## src/rtl/rx_fifo_stat.sv

```systemverilog
module rx_fifo_stat #(
  parameter int DW = 32,
  parameter int AW = 4,
  parameter int PW = 16
) (
  input  logic          clk,
  input  logic          rst_n,
  input  logic          fifo_clr,
  input  logic          push,
  input  logic [DW-1:0] push_data,
  input  logic          pop,
  output logic [DW-1:0] pop_data,
  input  logic          rx_req,
  input  logic [AW:0]   rx_len,
  input  logic          sw_rptr_we,
  input  logic          sw_wptr_we,
  input  logic [PW-1:0] sw_ptr_val,
  input  logic [AW:0]   alarm_lvl,
  input  logic          ip_mask,
  input  logic          rxw_mask,
  input  logic          stat_sel,
  input  logic          stat_we,
  input  logic [31:0]   stat_wdata,
  output logic [31:0]   stat_rdata,
  output logic          err
);
  localparam int DEPTH = 1 << AW;
  localparam logic [AW:0] DEPTH_V = (AW+1)'(DEPTH);

  logic [DW-1:0] mem [DEPTH];
  logic [AW:0] rptr, wptr;
  logic ip_f, rxw_f, uf_f, of_f;

  wire [AW:0] count = wptr - rptr;
  wire [AW:0] space = DEPTH_V - count;
  wire full  = (count == DEPTH_V);
  wire empty = (count == '0);
  wire alarm = (space <= alarm_lvl);

  wire do_push = push && !full;
  wire do_pop  = pop && !empty;
  wire ptr_ok  = (sw_ptr_val >> (AW+1)) == '0;
  wire clr_en  = stat_sel && stat_we;

  wire set_ip  = (sw_rptr_we || sw_wptr_we) && !ptr_ok;
  wire set_rxw = rx_req && (rx_len > space);
  wire set_uf  = pop && empty;
  wire set_of  = push && full;

  assign pop_data = mem[rptr[AW-1:0]];

  always_ff @(posedge clk) begin
    if (do_push && !sw_wptr_we && !fifo_clr) mem[wptr[AW-1:0]] <= push_data;
  end

  always_ff @(posedge clk or negedge rst_n) begin
    if (!rst_n) begin
      rptr <= '0;
      wptr <= '0;
    end else if (fifo_clr) begin
      rptr <= '0;
      wptr <= '0;
    end else begin
      if (sw_wptr_we) begin
        if (ptr_ok) wptr <= sw_ptr_val[AW:0];
      end else if (do_push) begin
        wptr <= wptr + 1'b1;
      end
      if (sw_rptr_we) begin
        if (ptr_ok) rptr <= sw_ptr_val[AW:0];
      end else if (do_pop) begin
        rptr <= rptr + 1'b1;
      end
    end
  end

  always_ff @(posedge clk or negedge rst_n) begin
    if (!rst_n) begin
      {ip_f, rxw_f, uf_f, of_f} <= '0;
    end else if (fifo_clr) begin
      {ip_f, rxw_f, uf_f, of_f} <= '0;
    end else begin
      ip_f  <= (ip_f  && !(clr_en && stat_wdata[31])) || set_ip;
      rxw_f <= (rxw_f && !(clr_en && stat_wdata[22])) || set_rxw;
      uf_f  <= (uf_f  && !(clr_en && stat_wdata[21])) || set_uf;
      of_f  <= (of_f  && !(clr_en && stat_wdata[20])) || set_of;
    end
  end

  assign stat_rdata = {ip_f, 1'b0, 6'b0, 1'b0, rxw_f, uf_f, of_f,
                       1'b0, full, alarm, empty, 16'b0};
  assign err = (ip_f && !ip_mask) || (rxw_f && !rxw_mask);
endmodule


```

## config.mk

```make
export PLATFORM = sky130hd
export DESIGN_NAME = rx_fifo_stat
export DESIGN_NICKNAME = d
export VERILOG_FILES = /design/src/rtl/rx_fifo_stat.sv
export SDC_FILE = /design/constraint.sdc
export NUM_CORES = 1
export LEC_CHECK = 0
export BUFFER_PORTS_ARGS = -buffer_cell sky130_fd_sc_hd__buf_2
export CAP_MARGIN = 20
export CORE_MARGIN = 2
export CORE_UTILIZATION = 50
export DETAILED_ROUTE_END_ITERATION = 8
export PLACE_DENSITY = 0.67
export SLEW_MARGIN = 10
export SYNTH_ARGS = -nofsm -noshare
export SYNTH_HDL_FRONTEND = slang
export SYNTH_SLANG_ARGS = --single-unit
```

## constraint.sdc

```tcl
create_clock -name clk -period 10.2 [get_ports clk]
set_input_delay 1.53 -clock clk [delete_from_list [all_inputs] [get_ports clk]]
set_output_delay 1.53 -clock clk [all_outputs]
set_load 0.01 [all_outputs]
```

After elaboration in Yosys (flattened, before gate mapping)
Memories as Yosys holds them, arrays and structs flattened.
Cells that the tools add are included.
{"block": "word_totals", "reg_bits": 14, "ram_bits": 512, "n_memories": 1}
{"memory": "mem", "words": 16, "word_bits": 32, "rd": 1, "rd_ports_with_merged_regs": 0, "wr": 1, "line": "30", "text": "logic [DW-1:0] mem [DEPTH];"}
{"block": "op_classes", "n_addsub": 4, "order_cmp": 2, "n_eq_ne": 3, "muxes": 13, "reduce_logical": 42}
{"cell": "$mux W5", "count": 7}
{"cell": "$logic_and A1 B1 Y1", "count": 19}
{"cell": "$logic_not A16 Y1", "count": 1}
{"cell": "$logic_not A1 Y1", "count": 11}
{"cell": "$add A5 B1 Y5 const B", "count": 2}
{"cell": "$logic_or A1 B1 Y1", "count": 6}
{"cell": "$mux W1", "count": 6}
{"cell": "$ne A3 B2 Y1 const B", "count": 2}
{"cell": "$reduce_bool A3 Y1", "count": 2}
{"cell": "$eq A5 B5 Y1 const B", "count": 1}
{"cell": "$gt A5 B5 Y1", "count": 1}
{"cell": "$le A5 B5 Y1", "count": 1}
{"cell": "$logic_not A5 Y1", "count": 1}
{"cell": "$sub A5 B5 Y5", "count": 1}
{"cell": "$sub A5 B5 Y5 const A", "count": 1}
{"cell": "$reduce_and A2 Y1", "count": 2}

Depth between registers and ports, before layout
{"block": "depth", "depth_word": 8, "ltp_mapped": 16}

Least setup slack after synthesis
No wires, ideal clock.
{"block": "synth_path", "kind": "register to register", "startpoint": "register rptr[1]", "endpoint": "memory mem[0][0], enable pin", "setup_time_ns": 0.461, "arrival_ns": 5.234, "required_time_ns": 9.739, "slack_ns": 4.505, "path_stages_with_launch": 14, "path_buffers": 3, "period_less_slack_ns": 5.695, "cell_sequence": "dfrtp_1 > clkbuf_1 > clkbuf_1 > clkbuf_1 > inv_1 > fa_1 > inv_1 > ha_1 > and3_1 > ha_1 > nand2b_1 > nor3_1 > nand2_1 > nor3_1"}
{"block": "synth_between", "elab_chain_cells": 8}
{"element": "start: declaration", "line": "31", "text": "logic [AW:0] rptr, wptr;"}
{"element": "start signal: assignment", "line": "70", "text": "if (ptr_ok) rptr <= sw_ptr_val[AW:0];"}
{"element": "start signal: assignment", "line": "72", "text": "rptr <= rptr + 1'b1;"}
{"element": "$sub A5 B5 Y5", "line": "34", "text": "wire [AW:0] count = wptr - rptr;"}
{"element": "$eq A5 B5 Y1", "line": "36", "text": "wire full = (count == DEPTH_V);"}
{"element": "net full", "line": "36"}
{"element": "$logic_not A1 Y1", "line": "40", "text": "wire do_push = push && !full;"}
{"element": "$logic_and A1 B1 Y1", "line": "40"}
{"element": "$logic_and A1 B1 Y1 (2 in a row)", "line": "53", "text": "if (do_push && !sw_wptr_we && !fifo_clr) mem[wptr[AW-1:0]] <= push_data;"}
{"element": "$mux W1", "line": "53"}
{"element": "$mux W1 (not written as such)", "line": "53"}
{"element": "end: declaration", "line": "30"}
The timed path passes the listed nets, and every way through them passes these cells.

Final worst setup path
{"block": "layout_path", "startpoint": "register rptr[1]", "endpoint": "output stat_rdata[17]"}
{"block": "layout_between", "elab_chain_cells": 3}
{"element": "$sub A5 B5 Y5", "line": "34"}
{"element": "$sub A5 B5 Y5", "line": "35", "text": "wire [AW:0] space = DEPTH_V - count;"}
{"element": "$le A5 B5 Y1", "line": "38", "text": "wire alarm = (space <= alarm_lvl);"}
{"element": "end: declaration", "line": "24", "text": "output logic [31:0] stat_rdata,"}
Every way passes these cells.

==> results.json <==
{
  "synth_edf_count": 512,
  "skew_ns": 0.0117,
  "critPathKind": "flip-flop to output port",
  "yosys.cell_types.count": 46,
  "cts_tree": "built",
  "rsz0062_at_grt": "no",
  "hpwl_mm": 21.1,
  "syn2layout_area_growth_pct": 13.3,
  "dr.pass1.iters": 5,
  "synth_common_cells": "512 x edfxtp_1, 160 x mux4_2, 32 x buf_4, 25 x clkbuf_1, 24 x nor2_1",
  "holdWs_ns": 0.521,
  "vias": 9601,
  "synth_cells": 941,
  "chipHeight_um": 209,
  "fmaxAchievable_mhz": 172,
  "synth_seq_area_share": 0.751,
  "cts.htree.levels": 2,
  "ctsHoldBuffers": 0,
  "gp_congestion": 0.734,
  "netlist.area_leader.share": 0.734,
  "power_leakage_nw": 7.66,
  "first_global_vias": 9859,
  "setup_viol": 0,
  "p_switching_mw": 1.14,
  "initial_utilization": 0.509,
  "crit_arrival_ns": 4.27,
  "cts.clk_slew.worst_paths_ns": 0.06,
  "yosysMostFrequentCell": "edfxtp_1",
  "total_power_mw": 4.89,
  "placed_area_um2": 22100,
  "wirelength_mm": 42.4,
  "core_um2": 41100,
  "tightest_slew_ns": 1.14,
  "antenna_left": 0,
  "drv_slew": 0,
  "yosys_register_bits": 526,
  "wl_per_cell_um": 25.7,
  "die_area_um2": 43500,
  "synthTopCellsByArea": "edfxtp_1 73%, mux4_2 17%, dfrtp_1 1.7%",
  "fin_crit_ns": 5.80,
  "antenna_found_initial": 4,
  "fin_nets": 1201,
  "cts_resized": 0,
  "drc": 0,
  "power_frac_clock": 0.365,
  "relSlewSlack": 0.242,
  "num_rows": 74,
  "cts_setup_buffers": 0,
  "async_flop_share": 0.0266,
  "grt_max_degree": 72,
  "crit_path_max_fanout": 71,
  "combPwrFrac": 0.135,
  "ys_warn_count": 0,
  "io_buffers": 113,
  "die_w_um": 209,
  "power.density_nw_per_um2": 206,
  "worstPathRequired_ns": 8.67,
  "cts_buffers": 53,
  "maxCapViolCount": 0,
  "netlist_area_um2": 20900,
  "max-clock-path-buffers": 3,
  "cts-root-buf": "clkbuf_16",
  "swShare": 0.233,
  "viasPerCell": 5.83,
  "timing.final.hold_violations": 0,
  "cts.sinks": 526,
  "grt_overflow": 0,
  "hold_class": "flip-flop to flip-flop",
  "grt_pass1_wl_mm": 62.7,
  "syn_avg_cell_area_um2": 22.3,
  "timing.final.crit_share": 0.569,
  "status": "finished clean",
  "synth_top_cell_by_area": "edfxtp_1",
  "drtIter0Drc": 821,
  "internal_power_mw": 3.75,
  "insertion_delay_ns": 0.59,
  "io_pins": 167,
  "synth_ff_type": "edfxtp_1",
  "ir_drop_mv": 0.134,
  "start_kind": "flip-flop",
  "layout-drive-gt1-share": 0.347,
  "crit_path_end_kind": "output port",
  "grt_util_all_layers": 0.198,
  "setup_tns_ns": 0,
  "finish.instance_area_um2": 23700,
  "p_seq_frac": 0.500
}
==> power groups by stage <==
| stage | Combinational, mW | Sequential, mW | Clock, mW |
|---|---|---|---|
| finish | 0.658 | 2.45 | 1.79 |
| global route | 0.718 | 2.45 | 1.92 |
| CTS | 0.666 | 2.45 | 1.83 |
| detailed placement | 0.663 | 2.49 | 0 |
| global placement | 0.656 | 2.49 | 0 |
| floorplan | 0.520 | 2.45 | 0 |
==> layout make-up <==
class	instances	area [µm²]
fillers	2967	17400
repair buffers	135	751
clock inverters	25	190
inverters	20	75.1
clock buffers	65	1390
well taps	532	666
diodes	2	5.00
flip-flops and latches	526	15700
multi-input cells	342	4920
==> routing by layer <==
metal,track usage,up-vias,wire (µm)
li1,-,4162,-
met1,0.265,5067,17300
met2,0.340,307,21800
met3,0.0325,59,2450
met4,0.0554,6,820
met5,0,-,26
==> flip-flops by register name (all words and copies together) (netlist names) <==
register and flops:
rptr 5, uf_f 1, of_f 1, mem 512, wptr 5, ip_f 1
rxw_f 1
==> logic make-up (layout without fill, tap and decap cells) <==
logic type | count (synthesis) | in the layout | share of synthesized area
flops | 526 | 526 | 0.751
mux | 162 | 162 | 0.173
buf+inv | 97 | 245 | 0.0240
simple gates | 79 | 79 | 0.0186
compound gates | 44 | 44 | 0.0140
fa+ha+maj | 21 | 21 | 0.0129
xor+xnor | 11 | 11 | 0.00657
other cells | 1 | 27 | 0.000179
==> metrics by stage <==
step	util	std cells	setup slack [ns]
4_1_cts	0.576	1644	4.37
2_1_floorplan	-	965	4.50
3_3_place_gp	0.538	1554	5.02
3_5_place_dp	0.538	1554	4.99
6_report	0.577	1647	4.40
5_1_grt	0.577	1646	4.11
==> worst max-delay path: stages (launching register included) <==
cell and delay (ns):
dfrtp_4 1.13, inv_1 0.22, fa_1 0.65, inv_1 0.06, ha_1 0.21, and3_1 0.17
ha_1 0.32, ha_1 0.33, nand3_1 0.09, nor3_1 0.18, o2bb2ai_1 0.09, buf_2 0.14
==> cell usage in the layout (no fill, tap or decap), drive strengths merged, types with 14 or more instances in the layout <==
| cell type | synthesis | layout |
|---|---|---|
| conb | 1 | 25 |
| o21ai | 14 | 14 |
| nor3 | 14 | 14 |
| clkbuf | 25 | 65 |
| inv | 20 | 22 |
| nor2 | 24 | 24 |
| mux4 | 160 | 160 |
| dfrtp | 14 | 14 |
| buf | 52 | 135 |
| ha | 20 | 20 |
| edfxtp | 512 | 512 |
| clkinv | 0 | 19 |
==> final timing paths <==
| check | start | endpoint | slack [ns] | cells after the start |
|---|---|---|---|---|
| setup / recovery | rptr[1] | stat_rdata[17] | 4.40 | 11 |
| hold / removal | of_f | of_f | 0.52 | 2 |
| setup reg to reg | rptr[1] | mem[10][15] | 5.06 | 11 |
| hold reg to reg | of_f | of_f | 0.52 | 2 |
| max in group asynchronous | rst_n | rptr[0] | 9.09 | 1 |
| min in group asynchronous | rst_n | ip_f | 0.83 | 1 |
No activity file was read; power rests on OpenSTA's default activity.
